**config.mk**
```make
export PLATFORM = sky130hd
export DESIGN_NAME = rh_region
export DESIGN_NICKNAME = d
export VERILOG_FILES = /design/src/rtl/rh_pkg.sv /design/src/rtl/rh_pix_tot.sv /design/src/rtl/rh_slot.sv /design/src/rtl/rh_readout.sv /design/src/rtl/rh_region.sv
export SDC_FILE = /design/constraint.sdc
export NUM_CORES = 1
export LEC_CHECK = 0
export BUFFER_PORTS_ARGS = -buffer_cell sky130_fd_sc_hd__clkbuf_2
export CAP_MARGIN = 20
export CORE_MARGIN = 2
export CORE_UTILIZATION = 57
export CTS_BUF_LIST = sky130_fd_sc_hd__clkbuf_8
export CTS_CLUSTER_SIZE = 12
export DETAILED_ROUTE_END_ITERATION = 8
export GPL_ROUTABILITY_DRIVEN = 0
export HOLD_SLACK_MARGIN = 0.12
export PLACE_DENSITY_LB_ADDON = 0.25
export SYNTH_ARGS = -nofsm -noshare
export SYNTH_HDL_FRONTEND = slang
export SYNTH_HIERARCHICAL = 1
export SYNTH_SLANG_ARGS = --single-unit
export TNS_END_PERCENT = 30
```
**constraint.sdc**
```tcl
create_clock -name clk -period 3.69 [get_ports clk]
set_clock_uncertainty 0.05 [all_clocks]
set_input_delay 0.738 -clock clk [delete_from_list [all_inputs] [get_ports clk]]
set_output_delay 0.738 -clock clk [all_outputs]
set_load 0.01 [all_outputs]
```
**src/rtl/rh_pkg.sv**
```systemverilog
package rh_pkg;
    typedef enum logic {PIX_LOW, PIX_HIGH} pix_state_e;
    typedef enum logic [1:0] {SLOT_FREE = 2'd0, SLOT_WAIT = 2'd1, SLOT_HELD = 2'd2} slot_state_e;
    typedef enum logic [1:0] {RD_IDLE = 2'd0, RD_ACK = 2'd1, RD_DROP = 2'd2} rd_state_e;
endpackage

```
**src/rtl/rh_pix_tot.sv**
```systemverilog
module rh_pix_tot
    import rh_pkg::*;
#(
    parameter int TOT_W = 4
) (
    input  logic             clk,
    input  logic             rst_n,
    input  logic             disc_i,
    output logic             rise_o,
    output logic             fall_o,
    output logic [TOT_W-1:0] tot_o
);
    localparam logic [TOT_W-1:0] TOT_SAT = {TOT_W{1'b1}} - 1'b1;

    pix_state_e       st_q, st_d;
    logic [TOT_W-1:0] cnt_q;

    always_ff @(posedge clk) begin
        if (!rst_n) st_q <= PIX_LOW;
        else        st_q <= st_d;
    end

    always_comb begin
        st_d = st_q;
        unique case (st_q)
            PIX_LOW:  if (disc_i)  st_d = PIX_HIGH;
            PIX_HIGH: if (!disc_i) st_d = PIX_LOW;
            default:  st_d = PIX_LOW;
        endcase
    end

    always_comb begin
        rise_o = (st_q == PIX_LOW) && disc_i;
        fall_o = (st_q == PIX_HIGH) && !disc_i;
        tot_o  = cnt_q;
    end

    // ToT counts sampled-high edges, saturating one below the no-hit code
    always_ff @(posedge clk) begin
        if (!rst_n)
            cnt_q <= '0;
        else if (rise_o)
            cnt_q <= TOT_W'(1);
        else if (st_q == PIX_HIGH && disc_i && cnt_q != TOT_SAT)
            cnt_q <= cnt_q + 1'b1;
    end
endmodule

```
**src/rtl/rh_slot.sv**
```systemverilog
module rh_slot
    import rh_pkg::*;
#(
    parameter int NPIX  = 4,
    parameter int TOT_W = 4,
    parameter int LAT_W = 8
) (
    input  logic                  clk,
    input  logic                  rst_n,
    input  logic                  alloc_i,
    input  logic [NPIX-1:0]       alloc_pat_i,
    input  logic [LAT_W-1:0]      lat_i,
    input  logic                  trig_i,
    input  logic [NPIX-1:0]       wr_en_i,
    input  logic [NPIX*TOT_W-1:0] wr_tot_i,
    input  logic                  release_i,
    output logic                  free_o,
    output logic                  readable_o,
    output logic [NPIX-1:0]       pat_o,
    output logic [NPIX*TOT_W-1:0] tot_o
);
    localparam logic [TOT_W-1:0] NOHIT = {TOT_W{1'b1}};

    slot_state_e           st_q, st_d;
    logic [LAT_W-1:0]      lat_q;
    logic [NPIX-1:0]       pat_q;
    logic [NPIX-1:0]       open_q;
    logic [NPIX*TOT_W-1:0] tot_q;
    logic                  expire;

    assign expire = (st_q == SLOT_WAIT) && (lat_q == LAT_W'(1));

    always_ff @(posedge clk) begin
        if (!rst_n) st_q <= SLOT_FREE;
        else        st_q <= st_d;
    end

    always_comb begin
        st_d = st_q;
        unique case (st_q)
            SLOT_FREE: if (alloc_i) st_d = SLOT_WAIT;
            SLOT_WAIT: if (expire)  st_d = trig_i ? SLOT_HELD : SLOT_FREE;
            SLOT_HELD: if (release_i) st_d = SLOT_FREE;
            default:   st_d = SLOT_FREE;
        endcase
    end

    always_comb begin
        free_o     = (st_q == SLOT_FREE);
        readable_o = (st_q == SLOT_HELD) && (open_q == '0);
        pat_o      = pat_q;
        tot_o      = tot_q;
    end

    always_ff @(posedge clk) begin
        if (!rst_n) begin
            lat_q  <= '0;
            pat_q  <= '0;
            open_q <= '0;
            tot_q  <= {NPIX{NOHIT}};
        end else if (st_q == SLOT_FREE) begin
            if (alloc_i) begin
                lat_q  <= (lat_i == '0) ? LAT_W'(1) : lat_i;
                pat_q  <= alloc_pat_i;
                open_q <= alloc_pat_i;
                tot_q  <= {NPIX{NOHIT}};
            end
        end else begin
            if (st_q == SLOT_WAIT && !expire)
                lat_q <= lat_q - 1'b1;
            for (int p = 0; p < NPIX; p++) begin
                if (wr_en_i[p] && open_q[p]) begin
                    tot_q[p*TOT_W +: TOT_W] <= wr_tot_i[p*TOT_W +: TOT_W];
                    open_q[p]               <= 1'b0;
                end
            end
            if (st_d == SLOT_FREE)
                open_q <= '0;
        end
    end
endmodule

```
**src/rtl/rh_readout.sv**
```systemverilog
module rh_readout
    import rh_pkg::*;
#(
    parameter int NSLOT = 5,
    parameter int NPIX  = 4,
    parameter int TOT_W = 4
) (
    input  logic                        clk,
    input  logic                        rst_n,
    input  logic [NSLOT-1:0]            readable_i,
    input  logic [NSLOT-1:0]            alloc_i,
    input  logic [NSLOT*NPIX-1:0]       slot_pat_i,
    input  logic [NSLOT*NPIX*TOT_W-1:0] slot_tot_i,
    input  logic                        read_req_i,
    output logic [NSLOT-1:0]            release_o,
    output logic                        token_o,
    output logic                        read_ack_o,
    output logic [NPIX-1:0]             rd_pat_o,
    output logic [NPIX*TOT_W-1:0]       rd_tot_o
);
    rd_state_e             st_q, st_d;
    logic [NSLOT-1:0]      older_q [NSLOT];  // older_q[i][j]: slot i allocated before slot j
    logic [NSLOT-1:0]      cand, sel_d, sel_q;
    logic [NPIX-1:0]       pat_m, pat_q;
    logic [NPIX*TOT_W-1:0] tot_m, tot_q;
    logic                  grant;

    always_ff @(posedge clk) begin
        if (!rst_n) begin
            for (int i = 0; i < NSLOT; i++) older_q[i] <= '0;
        end else begin
            for (int k = 0; k < NSLOT; k++) begin
                if (alloc_i[k]) begin
                    for (int j = 0; j < NSLOT; j++) begin
                        if (j != k) begin
                            older_q[k][j] <= 1'b0;
                            older_q[j][k] <= 1'b1;
                        end
                    end
                end
            end
        end
    end

    // A readable slot is a candidate when no other readable slot is older
    genvar gi;
    generate
        for (gi = 0; gi < NSLOT; gi++) begin : g_cand
            logic [NSLOT-1:0] col;
            always_comb begin
                for (int j = 0; j < NSLOT; j++) col[j] = older_q[j][gi];
            end
            assign cand[gi] = readable_i[gi] && !(|(col & readable_i));
        end
    endgenerate

    always_comb begin
        sel_d = '0;
        for (int i = NSLOT - 1; i >= 0; i--) begin
            if (cand[i]) sel_d = NSLOT'(1) << i;
        end
    end

    always_comb begin
        pat_m = '0;
        tot_m = '0;
        for (int s = 0; s < NSLOT; s++) begin
            if (sel_d[s]) begin
                pat_m = pat_m | slot_pat_i[s*NPIX +: NPIX];
                tot_m = tot_m | slot_tot_i[s*NPIX*TOT_W +: NPIX*TOT_W];
            end
        end
    end

    assign grant = (st_q == RD_IDLE) && read_req_i && (|readable_i);

    always_ff @(posedge clk) begin
        if (!rst_n) st_q <= RD_IDLE;
        else        st_q <= st_d;
    end

    always_comb begin
        st_d = st_q;
        unique case (st_q)
            RD_IDLE: if (grant) st_d = RD_ACK;
            RD_ACK:  st_d = read_req_i ? RD_DROP : RD_IDLE;
            RD_DROP: if (!read_req_i) st_d = RD_IDLE;
            default: st_d = RD_IDLE;
        endcase
    end

    always_ff @(posedge clk) begin
        if (!rst_n) begin
            sel_q <= '0;
            pat_q <= '0;
            tot_q <= '0;
        end else if (grant) begin
            sel_q <= sel_d;
            pat_q <= pat_m;
            tot_q <= tot_m;
        end
    end

    always_comb begin
        read_ack_o = (st_q == RD_ACK);
        release_o  = (st_q == RD_ACK) ? sel_q : '0;
        token_o    = |readable_i;
        rd_pat_o   = pat_q;
        rd_tot_o   = tot_q;
    end
endmodule

```
**src/rtl/rh_region.sv**
```systemverilog
module rh_region
    import rh_pkg::*;
#(
    parameter int NPIX  = 4,
    parameter int NSLOT = 5,
    parameter int TOT_W = 4,
    parameter int LAT_W = 8,
    parameter int OVF_W = 8
) (
    input  logic                  clk,
    input  logic                  rst_n,
    input  logic [NPIX-1:0]       disc_i,
    input  logic [LAT_W-1:0]      latency_i,
    input  logic                  trigger_i,
    input  logic                  read_req_i,
    output logic                  token_o,
    output logic                  read_ack_o,
    output logic [NPIX-1:0]       rd_pattern_o,
    output logic [NPIX*TOT_W-1:0] rd_tot_o,
    output logic [OVF_W-1:0]      ovf_cnt_o
);
    localparam int SLOT_IW = (NSLOT > 1) ? $clog2(NSLOT) : 1;
    localparam logic [OVF_W-1:0] OVF_MAX = {OVF_W{1'b1}};

    logic [NPIX-1:0]             rise, fall;
    logic [NPIX*TOT_W-1:0]       pix_tot;
    logic [SLOT_IW-1:0]          pix_slot_q [NPIX];
    logic [NSLOT-1:0]            slot_free, slot_readable, alloc_vec, release_vec;
    logic [NSLOT*NPIX-1:0]       slot_pat;
    logic [NSLOT*NPIX*TOT_W-1:0] slot_tot;
    logic [SLOT_IW-1:0]          alloc_idx;
    logic                        have_free, any_rise;
    logic [OVF_W-1:0]            ovf_q;

    genvar gp, gs;
    generate
        for (gp = 0; gp < NPIX; gp++) begin : g_pix
            rh_pix_tot #(.TOT_W(TOT_W)) u_pix (
                .clk    (clk),
                .rst_n  (rst_n),
                .disc_i (disc_i[gp]),
                .rise_o (rise[gp]),
                .fall_o (fall[gp]),
                .tot_o  (pix_tot[gp*TOT_W +: TOT_W])
            );
        end
    endgenerate

    // Lowest-index free slot takes the hit
    always_comb begin
        alloc_idx = '0;
        have_free = 1'b0;
        for (int s = NSLOT - 1; s >= 0; s--) begin
            if (slot_free[s]) begin
                alloc_idx = SLOT_IW'(s);
                have_free = 1'b1;
            end
        end
    end

    assign any_rise = |rise;

    always_comb begin
        alloc_vec = '0;
        if (any_rise && have_free) alloc_vec[alloc_idx] = 1'b1;
    end

    always_ff @(posedge clk) begin
        if (!rst_n) begin
            for (int p = 0; p < NPIX; p++) pix_slot_q[p] <= '0;
        end else begin
            for (int p = 0; p < NPIX; p++) begin
                if (rise[p] && have_free) pix_slot_q[p] <= alloc_idx;
            end
        end
    end

    generate
        for (gs = 0; gs < NSLOT; gs++) begin : g_slot
            logic [NPIX-1:0] wr_en;
            always_comb begin
                for (int p = 0; p < NPIX; p++)
                    wr_en[p] = fall[p] && (pix_slot_q[p] == SLOT_IW'(gs));
            end
            rh_slot #(.NPIX(NPIX), .TOT_W(TOT_W), .LAT_W(LAT_W)) u_slot (
                .clk         (clk),
                .rst_n       (rst_n),
                .alloc_i     (alloc_vec[gs]),
                .alloc_pat_i (rise),
                .lat_i       (latency_i),
                .trig_i      (trigger_i),
                .wr_en_i     (wr_en),
                .wr_tot_i    (pix_tot),
                .release_i   (release_vec[gs]),
                .free_o      (slot_free[gs]),
                .readable_o  (slot_readable[gs]),
                .pat_o       (slot_pat[gs*NPIX +: NPIX]),
                .tot_o       (slot_tot[gs*NPIX*TOT_W +: NPIX*TOT_W])
            );
        end
    endgenerate

    rh_readout #(.NSLOT(NSLOT), .NPIX(NPIX), .TOT_W(TOT_W)) u_rd (
        .clk        (clk),
        .rst_n      (rst_n),
        .readable_i (slot_readable),
        .alloc_i    (alloc_vec),
        .slot_pat_i (slot_pat),
        .slot_tot_i (slot_tot),
        .read_req_i (read_req_i),
        .release_o  (release_vec),
        .token_o    (token_o),
        .read_ack_o (read_ack_o),
        .rd_pat_o   (rd_pattern_o),
        .rd_tot_o   (rd_tot_o)
    );

    always_ff @(posedge clk) begin
        if (!rst_n)
            ovf_q <= '0;
        else if (any_rise && !have_free && ovf_q != OVF_MAX)
            ovf_q <= ovf_q + 1'b1;
    end

    assign ovf_cnt_o = ovf_q;
endmodule

```
==> run_results.csv, run 1 <==
group,metric,value,unit
floorplan,die_h,154,µm
logic_synthesis,synthCells,1512,
floorplan,floorplan.initialDensity,57.5,%
logic_synthesis,synth_xor_area_share,0.0679,%
logic_synthesis,synth_top_family_by_area,"compound AO/OA/AOI/OAI gates",
placed_design,numPortBuffers,45,
floorplan,rows,55,
outcome,status,"finished clean",
logic_synthesis,ys.flop_type,"dfxtp_1",
timing,tightest_slew,1160,ps
timing,layout_setup_ws,280,ps
grt,grt_pass1_wl,55600,µm
timing,finalCritPeriodShare,92.4,%
floorplan,core_area,22400,µm²
logic_synthesis,ys_async_sr_fraction,0,%
timing,grt_setup_unrepaired,"false",
logic_synthesis,ys_ff_latch,257,
clock_network,cts_resized,0,
critical_path,path_cells,"or4b_2 -> nor3_1 -> buf_4 -> or4_4 -> or2_4 -> clkbuf_2",
clock_network,cts_buffers,44,
detailed_routing,via_per_inst,6.25,
detailed_routing,wire_per_inst,18.4,µm
timing,setup_violations,0,
critical_path,worst_setup_path_start_kind,"register",
critical_path,crit_path_end_kind,"primary output",
floorplan,die_w,154,µm
logic_synthesis,synth_mux_area_share,0.310,%
logic_synthesis,yosys.area_share.simple,25.5,%
detailed_routing,detail-route-antenna-nets,0,
timing,slew_violations,0,
detailed_routing,firstDrtPassIters,5,
logic_synthesis,synth_edf_count,15,
critical_path,cp_slowest_cell,"or4b_2",
timing,maxSlewHeadroom,22.5,%
floorplan,fp.dieArea,23900,µm²
floorplan,io_pins,46,
pwr,p_per_area,446,nW/µm²
clock_network,cts_tree,"yes",
finish,fillers,1989,
clock_network,clk_latency,560,ps
grt,track_usage,28.3,%
finish,antennaDiodeCount,0,
clock_network,clock_path_buffers,3,
critical_path,critPathBufInv,2,
grt,grt_max_degree,79,
pwr,p_leak,0.00525,µW
finish,syn_to_final_growth,9.29,%
timing,max_freq,0.293,GHz
logic_synthesis,ys_seq_area_share,41.0,%
logic_synthesis,synth_nets,1547,
logic_synthesis,syn_area,12900,µm²
logic_synthesis,syn-mean-instance-area,8.53,µm²
critical_path,path_class,"register to primary output",
clock_network,cts_root_buf,"clkbuf_8",
detailed_routing,vias,11700,
logic_synthesis,yosys_warnings,6,
clock_network,cts_hold_buf,0,
critical_path,crit_required,2900,ps
finish,layout-drive-gt1-share,15.9,%
clock_network,clock_sinks,257,
critical_path,rrSetupSlack,480,ps
finish,nNetsFinal,1585,
placed_design,place_ws,480,ps
grt,grt_antenna_before_repair,0,
critical_path,max_stage_delay,630,ps
logic_synthesis,synth_cell_types,88,
grt,grt_pass1_vias,10700,
grt,grt_overflow_total,0,
timing,period_minus_slack,3410,ps
min_path,worstHoldPathType,"register to register",
critical_path,cp_max_fo,15,
detailed_routing,drtIter0Drc,1032,
detailed_routing,routed_wirelength,34500,µm
clock_network,post_cts_buffers,0,
logic_synthesis,synth_fa_ha_area_share,1.84,%
placed_design,dpl.hpwl,23500,µm
clock_network,h-tree-depth,2,
clock_network,path_clk_slew,60,ps
run,cap_violations,0,
detailed_routing,post-route-drc-count,0,
timing,fin_tns_setup,0,ps
critical_path,crit_family,"simple AND/OR/NAND/NOR gates",
pwr,irDropWorstVdd,0.000312,V
critical_path,crit_arrival,2620,ps
logic_synthesis,synth_compound_area_share,26.2,%
timing,hold_viol,0,
registers in the layout, indices dropped and copies added (netlist names):
name                  count
g_slot.u_slot/open_q     20
g_pix.u_pix/st_q          4
ovf_cnt_o                 8
pix_slot_q               12
g_slot.u_slot/pat_o      20
u_rd/older_q             20
u_rd/st_q                 2
u_rd/rd_tot_o            16
g_slot.u_slot/lat_q      40
g_slot.u_slot/tot_o      80
u_rd/rd_pat_o             4
g_slot.u_slot/st_q       10
u_rd/sel_q                5
g_pix.u_pix/tot_o        16
path summary, 6_finish.rpt:
| kind | cells past startpoint | start | to |
|---|---|---|---|
| max reg2reg | 10 | g_slot[3].u_slot/st_q[0]$_SDFF_PN0_ | g_slot[4].u_slot/tot_o[11]$_SDFFE_PN1P_ |
| min | 2 | g_slot[3].u_slot/pat_o[2]$_SDFFE_PN0P_ | g_slot[3].u_slot/pat_o[2]$_SDFFE_PN0P_ |
| min reg2reg | 2 | g_slot[3].u_slot/pat_o[2]$_SDFFE_PN0P_ | g_slot[3].u_slot/pat_o[2]$_SDFFE_PN0P_ |
| max | 6 | g_slot[1].u_slot/st_q[1]$_SDFF_PN0_ | token_o |
cells in the mapped netlist (18+ instances only):
cell      count  share of area, %
a21o_1       26               1.5
a21oi_1      90               3.5
and2_1       31               1.5
o22ai_1      80               3.9
o21ai_1      29               1.1
nand2_1     263               7.7
buf_2        23              0.89
dfxtp_1     242                38
inv_1        43               1.3
nor3_1       49               1.9
ha_1         19               1.8
o211ai_1     25               1.5
nor2_1       85               2.5
nor2b_1      24               1.2
nand2b_1     19              0.92
clkbuf_1     32              0.93
o21a_1       18               1.0
a31oi_1      40               1.9
a221oi_2     19               2.2
nand3_1      33               1.3
layer usage:
metal | GRT usage, % | share of wire, % | vias up
met3 | 4.34 | 6.6 | 49
met1 | 38.1 | 44 | 5556
met2 | 47.3 | 47 | 444
li1 | - | - | 5639
met4 | 8.55 | 2.0 | 0
met5 | 0 | 0 | -
kinds of logic (layout without fill, tap and decap cells):
kind of cell,after synthesis,after routing
AOI/OAI and AO/OA,467,467
adders and majority gates,19,19
DFF,257,257
muxes,4,4
and+or+nand+nor,631,631
buffers and inverters,133,205
xor gates and xnor gates,1,1
layout make-up:
| cell class | instances | area, µm² | share of cell area (%) |
|---|---|---|---|
| Timing Repair Buffer | 72 | 443 | 3.14 |
| Clock inverter | 30 | 133 | 0.941 |
| Inverter | 53 | 199 | 1.41 |
| Tap cell | 285 | 357 | 2.53 |
| Multi-Input combinational cell | 1122 | 6990 | 49.5 |
| Sequential cell | 257 | 5300 | 37.6 |
| Clock buffer | 50 | 688 | 4.88 |
metrics by stage:
step	cell area, µm²	total power, µW	util (%)	cells	hold WS [ps]
2_1_floorplan	12900	3740	-	1512	380
3_3_place_gp	13300	3920	59.2	1789	389
5_1_grt	14100	6570	62.9	1869	399
6_report	14100	6290	62.9	1869	411
3_5_place_dp	13300	3940	59.2	1789	401
4_1_cts	14100	6320	62.9	1869	398
where the power goes:
group          internal (µW)  switching, µW
combinational            329            546
sequential              2910            117
clock                   1240           1140
layout by cell type, fill, tap and decap left out, drive strengths merged, types with 8 or more instances in the layout:
cell | Yosys | layout
ha | 19 | 19
nor2 | 88 | 88
a31oi | 40 | 40
nor4 | 27 | 27
o21ai | 48 | 48
a221oi | 20 | 20
o22a | 10 | 10
nand3 | 37 | 37
nand2 | 263 | 263
o211ai | 26 | 26
a211oi | 16 | 16
and3 | 13 | 13
nor2b | 28 | 28
edfxtp | 15 | 15
buf | 46 | 28
a21oi | 98 | 98
a21o | 43 | 43
clkinv | 5 | 10
nor3b | 8 | 8
a21boi | 8 | 8
or3 | 11 | 11
o21a | 18 | 18
nor3 | 50 | 50
nand2b | 19 | 19
and2 | 32 | 32
clkbuf | 34 | 94
dfxtp | 242 | 242
nand4 | 13 | 13
inv | 48 | 72
o22ai | 80 | 80
o32a | 8 | 8
worst register-to-register path: cells and delay by family, from the launching register on:
kind / cells / cell delay [ps]
flops: 1 / 610
simple gates: 7 / 1850
compound gates: 1 / 120
buf+inv: 2 / 520
No activity file was read; power rests on OpenSTA's default activity.
==> inputs of run 2 (changes only) <==
--- a/config.mk
+++ b/config.mk
@@ -8,7 +8,7 @@
 export BUFFER_PORTS_ARGS = -buffer_cell sky130_fd_sc_hd__clkbuf_2
 export CAP_MARGIN = 20
 export CORE_MARGIN = 2
-export CORE_UTILIZATION = 57
+export CORE_UTILIZATION = 45
 export CTS_BUF_LIST = sky130_fd_sc_hd__clkbuf_8
 export CTS_CLUSTER_SIZE = 12
 export DETAILED_ROUTE_END_ITERATION = 8
==> run_results.csv, run 2 (same netlist as run 1, synthesis figures left out) <==
group,metric,value,unit
min_path,hold_depth,2,
clock_network,cts_root_buf,"clkbuf_8",
timing,max_freq,0.300,GHz
min_path,worstHoldPathType,"input pin to register",
timing,hold_viol,0,
finish,layout_commonest_cell,"nand2_1",
floorplan,fp.dieArea,30000,µm²
timing,tightest_slew,834,ps
pwr,p_per_area,454,nW/µm²
timing,slew_violations,0,
detailed_routing,post-route-drc-count,0,
clock_network,h-tree-depth,2,
finish,final_core_util,51.0,%
critical_path,cp_max_fo,15,
clock_network,clock_path_buffers,3,
critical_path,r2r-end,"g_slot[4].u_slot/lat_q[0]$_SDFFE_PN0P_",
detailed_routing,detail-route-antenna-nets,0,
critical_path,worst_setup_path_start_kind,"register",
finish,antennaDiodeCount,0,
timing,maxSlewHeadroom,44.1,%
floorplan,core_area,28000,µm²
clock_network,post_cts_buffers,0,
detailed_routing,wire_per_inst,18.4,µm
run,cap_violations,0,
finish,stdcell_count,1965,
finish,fillers,2721,
grt,grt_pass1_wl,58500,µm
clock_network,path_clk_slew,60,ps
critical_path,rr_worst_depth,10,
timing,grt_setup_unrepaired,"false",
critical_path,path_class,"register to primary output",
floorplan,die_w,173,µm
floorplan,floorplan.initialDensity,46.1,%
grt,grt_pass1_vias,10900,
detailed_routing,vias,11800,
min_path,min_delay_worst_endpoint,"u_rd/st_q[1]$_SDFFE_PN0P_",
finish,nNetsFinal,1585,
timing,setup_violations,0,
detailed_routing,drtIter0Drc,956,
placed_design,dp.cells,1881,
placed_design,numPortBuffers,45,
clock_network,cts_resized,0,
pwr,p_leak,0.00528,µW
grt,grt_overflow_total,0,
timing,finalCritPeriodShare,90.4,%
finish,final_cell_mix,"nand2_1, dfxtp_1, a21oi_1, nor2_1, o22ai_1",
pwr,irDropWorstVdd,0.000254,V
grt,grt_max_degree,129,
detailed_routing,routed_wirelength,36200,µm
floorplan,io_pins,46,
timing,fin_tns_setup,0,ps
critical_path,crit_required,2900,ps
clock_network,clk_latency,580,ps
outcome,status,"finished clean",
finish,layout-drive-gt1-share,16.6,%
critical_path,crit_path_end_kind,"primary output",
clock_network,cts_hold_buf,0,
finish,largest_reg_flops,80,
finish,syn_to_final_growth,10.8,%
floorplan,rows,61,
critical_path,crit_arrival,2550,ps
grt,grt_antenna_before_repair,0,
floorplan,die_h,173,µm
detailed_routing,via_per_inst,6.00,
clock_network,cts_buffers,45,
placed_design,dpl.hpwl,24400,µm
grt,track_usage,23.6,%
clock_network,cts_tree,"yes",
clock_network,clock_sinks,257,
critical_path,rrSetupSlack,510,ps
critical_path,r2r_start,"g_slot[1].u_slot/st_q[1]$_SDFF_PN0_",
min_path,min_from,"read_req_i",
detailed_routing,firstDrtPassIters,5,
timing,period_minus_slack,3340,ps
run 2: worst max path at each step:
stage                                   startpoint                                       to  slack [ps]  cells after the start
2_1_floorplan                            disc_i[1]   g_slot[4].u_slot/lat_q[0]$_SDFFE_PN0P_         670                      8
3_3_place_gp   g_slot[1].u_slot/st_q[1]$_SDFF_PN0_   g_slot[4].u_slot/lat_q[0]$_SDFFE_PN0P_         620                     10
3_5_place_dp                             disc_i[1]  g_slot[1].u_slot/tot_o[15]$_SDFFE_PN1P_         560                      9
4_1_cts        g_slot[4].u_slot/st_q[0]$_SDFF_PN0_                                  token_o         330                      6
5_1_grt        g_slot[4].u_slot/st_q[0]$_SDFF_PN0_                                  token_o         180                      6
6_report       g_slot[4].u_slot/st_q[0]$_SDFF_PN0_                                  token_o         350                      6
run 2: metal layers:
layer	track usage [%]	up-vias	share of wire, %	wire (µm)
met4	8.90	0	3.0	1090
met1	31.9	5652	44	16100
met2	37.7	422	46	16500
li1	-	5657	-	-
met3	4.12	67	7.0	2540
met5	0	-	0	0
run 2: layout make-up:
cell class | count | area (µm²) | area share (%)
multi-input cells | 1122 | 6990 | 48.9
flip-flops and latches | 257 | 5300 | 37.0
clock buffers | 55 | 757 | 5.30
well taps | 378 | 473 | 3.31
repair buffers | 71 | 435 | 3.05
inverters | 53 | 199 | 1.39
clock inverters | 29 | 148 | 1.03
run 2: metrics by stage:
step                total power, µW  cell area (µm²)  setup slack, ps  hold WS, ps
floorplan                      3740            12900              665          380
global placement               3930            13400              616          387
detailed placement             3950            13400              561          398
CTS                            6560            14300              332          384
global route                   6800            14300              176          412
finish                         6500            14300              354          404
run 2: power breakdown:
part	internal, µW	leakage (µW)	switching [µW]
Combinational	329	0.00262	546
Clock	1370	0.000536	1230
Sequential	2910	0.00212	118
run 2: worst max-delay path: stages (launching register included):
cell and delay, ps:
dfxtp_1 630, nand2b_1 210, nor2_1 60, buf_4 170, or4_4 540, or2_4 250
clkbuf_2 130
==> inputs of run 3 (changes only) <==
--- a/config.mk
+++ b/config.mk
@@ -15,6 +15,7 @@
 export GPL_ROUTABILITY_DRIVEN = 0
 export HOLD_SLACK_MARGIN = 0.12
 export PLACE_DENSITY_LB_ADDON = 0.25
+export REMOVE_ABC_BUFFERS = 1
 export SYNTH_ARGS = -nofsm -noshare
 export SYNTH_HDL_FRONTEND = slang
 export SYNTH_HIERARCHICAL = 1
==> run_results.csv, run 3 (same netlist as run 1, synthesis figures left out) <==
group,metric,value,unit
placed_design,dpl.hpwl,24300,µm
finish,largest_reg_flops,80,
floorplan,core_area,28000,µm²
floorplan,rows,61,
min_path,worstHoldPathType,"register to register",
outcome,status,"finished clean",
clock_network,cts_hold_buf,0,
timing,grt_setup_unrepaired,"false",
timing,finalCritPeriodShare,91.0,%
pwr,irDropWorstVdd,0.000260,V
finish,antennaDiodeCount,0,
grt,track_usage,23.9,%
floorplan,die_w,173,µm
pwr,p_per_area,454,nW/µm²
floorplan,fp.dieArea,30000,µm²
timing,tightest_slew,797,ps
grt,grt_max_degree,88,
finish,final_core_util,51.2,%
clock_network,post_cts_buffers,0,
critical_path,cp_max_fo,11,
placed_design,dp.cells,1889,
clock_network,cts_tree,"yes",
finish,stdcell_count,1967,
finish,syn_to_final_growth,11.2,%
finish,layout_commonest_cell,"nand2_1",
floorplan,io_pins,46,
detailed_routing,via_per_inst,5.89,
clock_network,path_clk_slew,60,ps
detailed_routing,highest_layer,"met4",
critical_path,cp_slowest_cell,"or4b_2",
floorplan,floorplan.initialDensity,46.1,%
placed_design,numPortBuffers,45,
detailed_routing,detail-route-antenna-nets,0,
floorplan,die_h,173,µm
detailed_routing,routed-wl-met3,2380,µm
clock_network,cts_root_buf,"clkbuf_8",
timing,max_freq,0.298,GHz
critical_path,path_cells,"or4b_2 -> nor3_1 -> buf_4 -> or4_4 -> or2_4 -> clkbuf_2",
critical_path,crit_family,"simple AND/OR/NAND/NOR gates",
clock_network,cts_resized,0,
critical_path,path_class,"register to primary output",
critical_path,worst_setup_path_start_kind,"register",
detailed_routing,drtIter0Drc,1176,
clock_network,clock_path_buffers,3,
finish,layout-drive-gt1-share,16.7,%
timing,setup_violations,0,
detailed_routing,post-route-drc-count,0,
grt,grt_pass1_wl,58700,µm
clock_network,clk_latency,580,ps
finish,final_cell_mix,"nand2_1, dfxtp_1, a21oi_1, nor2_1, o22ai_1",
grt,grt_antenna_before_repair,0,
detailed_routing,vias,11600,
detailed_routing,wire_per_inst,18.6,µm
placed_design,place_area,13500,µm²
timing,slew_violations,0,
finish,nNetsFinal,1594,
clock_network,cts_buffers,46,
critical_path,max_stage_delay,620,ps
critical_path,crit_arrival,2570,ps
timing,period_minus_slack,3360,ps
detailed_routing,routed_wirelength,36600,µm
timing,maxSlewHeadroom,46.6,%
critical_path,crit_required,2900,ps
critical_path,crit_path_end_kind,"primary output",
clock_network,clock_sinks,257,
timing,layout_setup_ws,333,ps
timing,timing.hold.ws,411,ps
pwr,p_leak,0.00530,µW
clock_network,h-tree-depth,2,
critical_path,critPathBufInv,2,
placed_design,place_ws,638,ps
grt,grt_overflow_total,0,
run,cap_violations,0,
detailed_routing,wl_met1,16500,µm
finish,final_cell_area,14400,µm²
grt,grt_pass1_vias,10900,
detailed_routing,firstDrtPassIters,8,
detailed_routing,wl_met2,16800,µm
timing,hold_viol,0,
run 3: stage by stage:
| step | power (µW) | setup TNS (ps) |
|---|---|---|
| 4_1_cts | 6550 | 0 |
| 6_report | 6510 | 0 |
| 3_3_place_gp | 3950 | 0 |
| 3_5_place_dp | 3970 | 0 |
| 5_1_grt | 6810 | 0 |
| 2_1_floorplan | 3670 | -2830 |
run 3: worst paths after layout:
path	from	endpoint	slack, ps	cells past startpoint
setup / recovery	g_slot[0].u_slot/st_q[1]$_SDFF_PN0_	token_o	330	6
setup reg to reg	g_slot[1].u_slot/st_q[0]$_SDFF_PN0_	g_slot[4].u_slot/lat_q[0]$_SDFFE_PN0P_	590	10
hold reg to reg	g_slot[0].u_slot/pat_o[0]$_SDFFE_PN0P_	g_slot[0].u_slot/pat_o[0]$_SDFFE_PN0P_	410	2
hold / removal	g_slot[0].u_slot/pat_o[0]$_SDFFE_PN0P_	g_slot[0].u_slot/pat_o[0]$_SDFFE_PN0P_	410	2
run 3: layout make-up:
| type | instances | area, µm² |
|---|---|---|
| repair buffers | 79 | 515 |
| fillers | 2698 | 13700 |
| clock buffers | 53 | 729 |
| clock inverters | 25 | 153 |
| inverters | 53 | 199 |
| flip-flops and latches | 257 | 5300 |
| multi-input cells | 1122 | 6990 |
| well taps | 378 | 473 |
run 3: per-layer routing:
metal | up-vias | GRT usage, %
met5 | - | 0
met4 | 0 | 7.73
met3 | 66 | 3.88
met2 | 364 | 38.9
met1 | 5495 | 32.4
li1 | 5653 | -
run 3: worst min-delay path, stage by stage, from the launching register on:
cell	delay [ps]
dfxtp_1	310
nand2_1	50
a21oi_1	50
run 3: where the power goes:
group	internal (µW)	leakage [µW]	switching (µW)	total, µW
clock	1380	0.000511	1210	2590
combinational	333	0.00266	558	892
sequential	2910	0.00212	117	3020
total	4620	0.00530	1890	6510
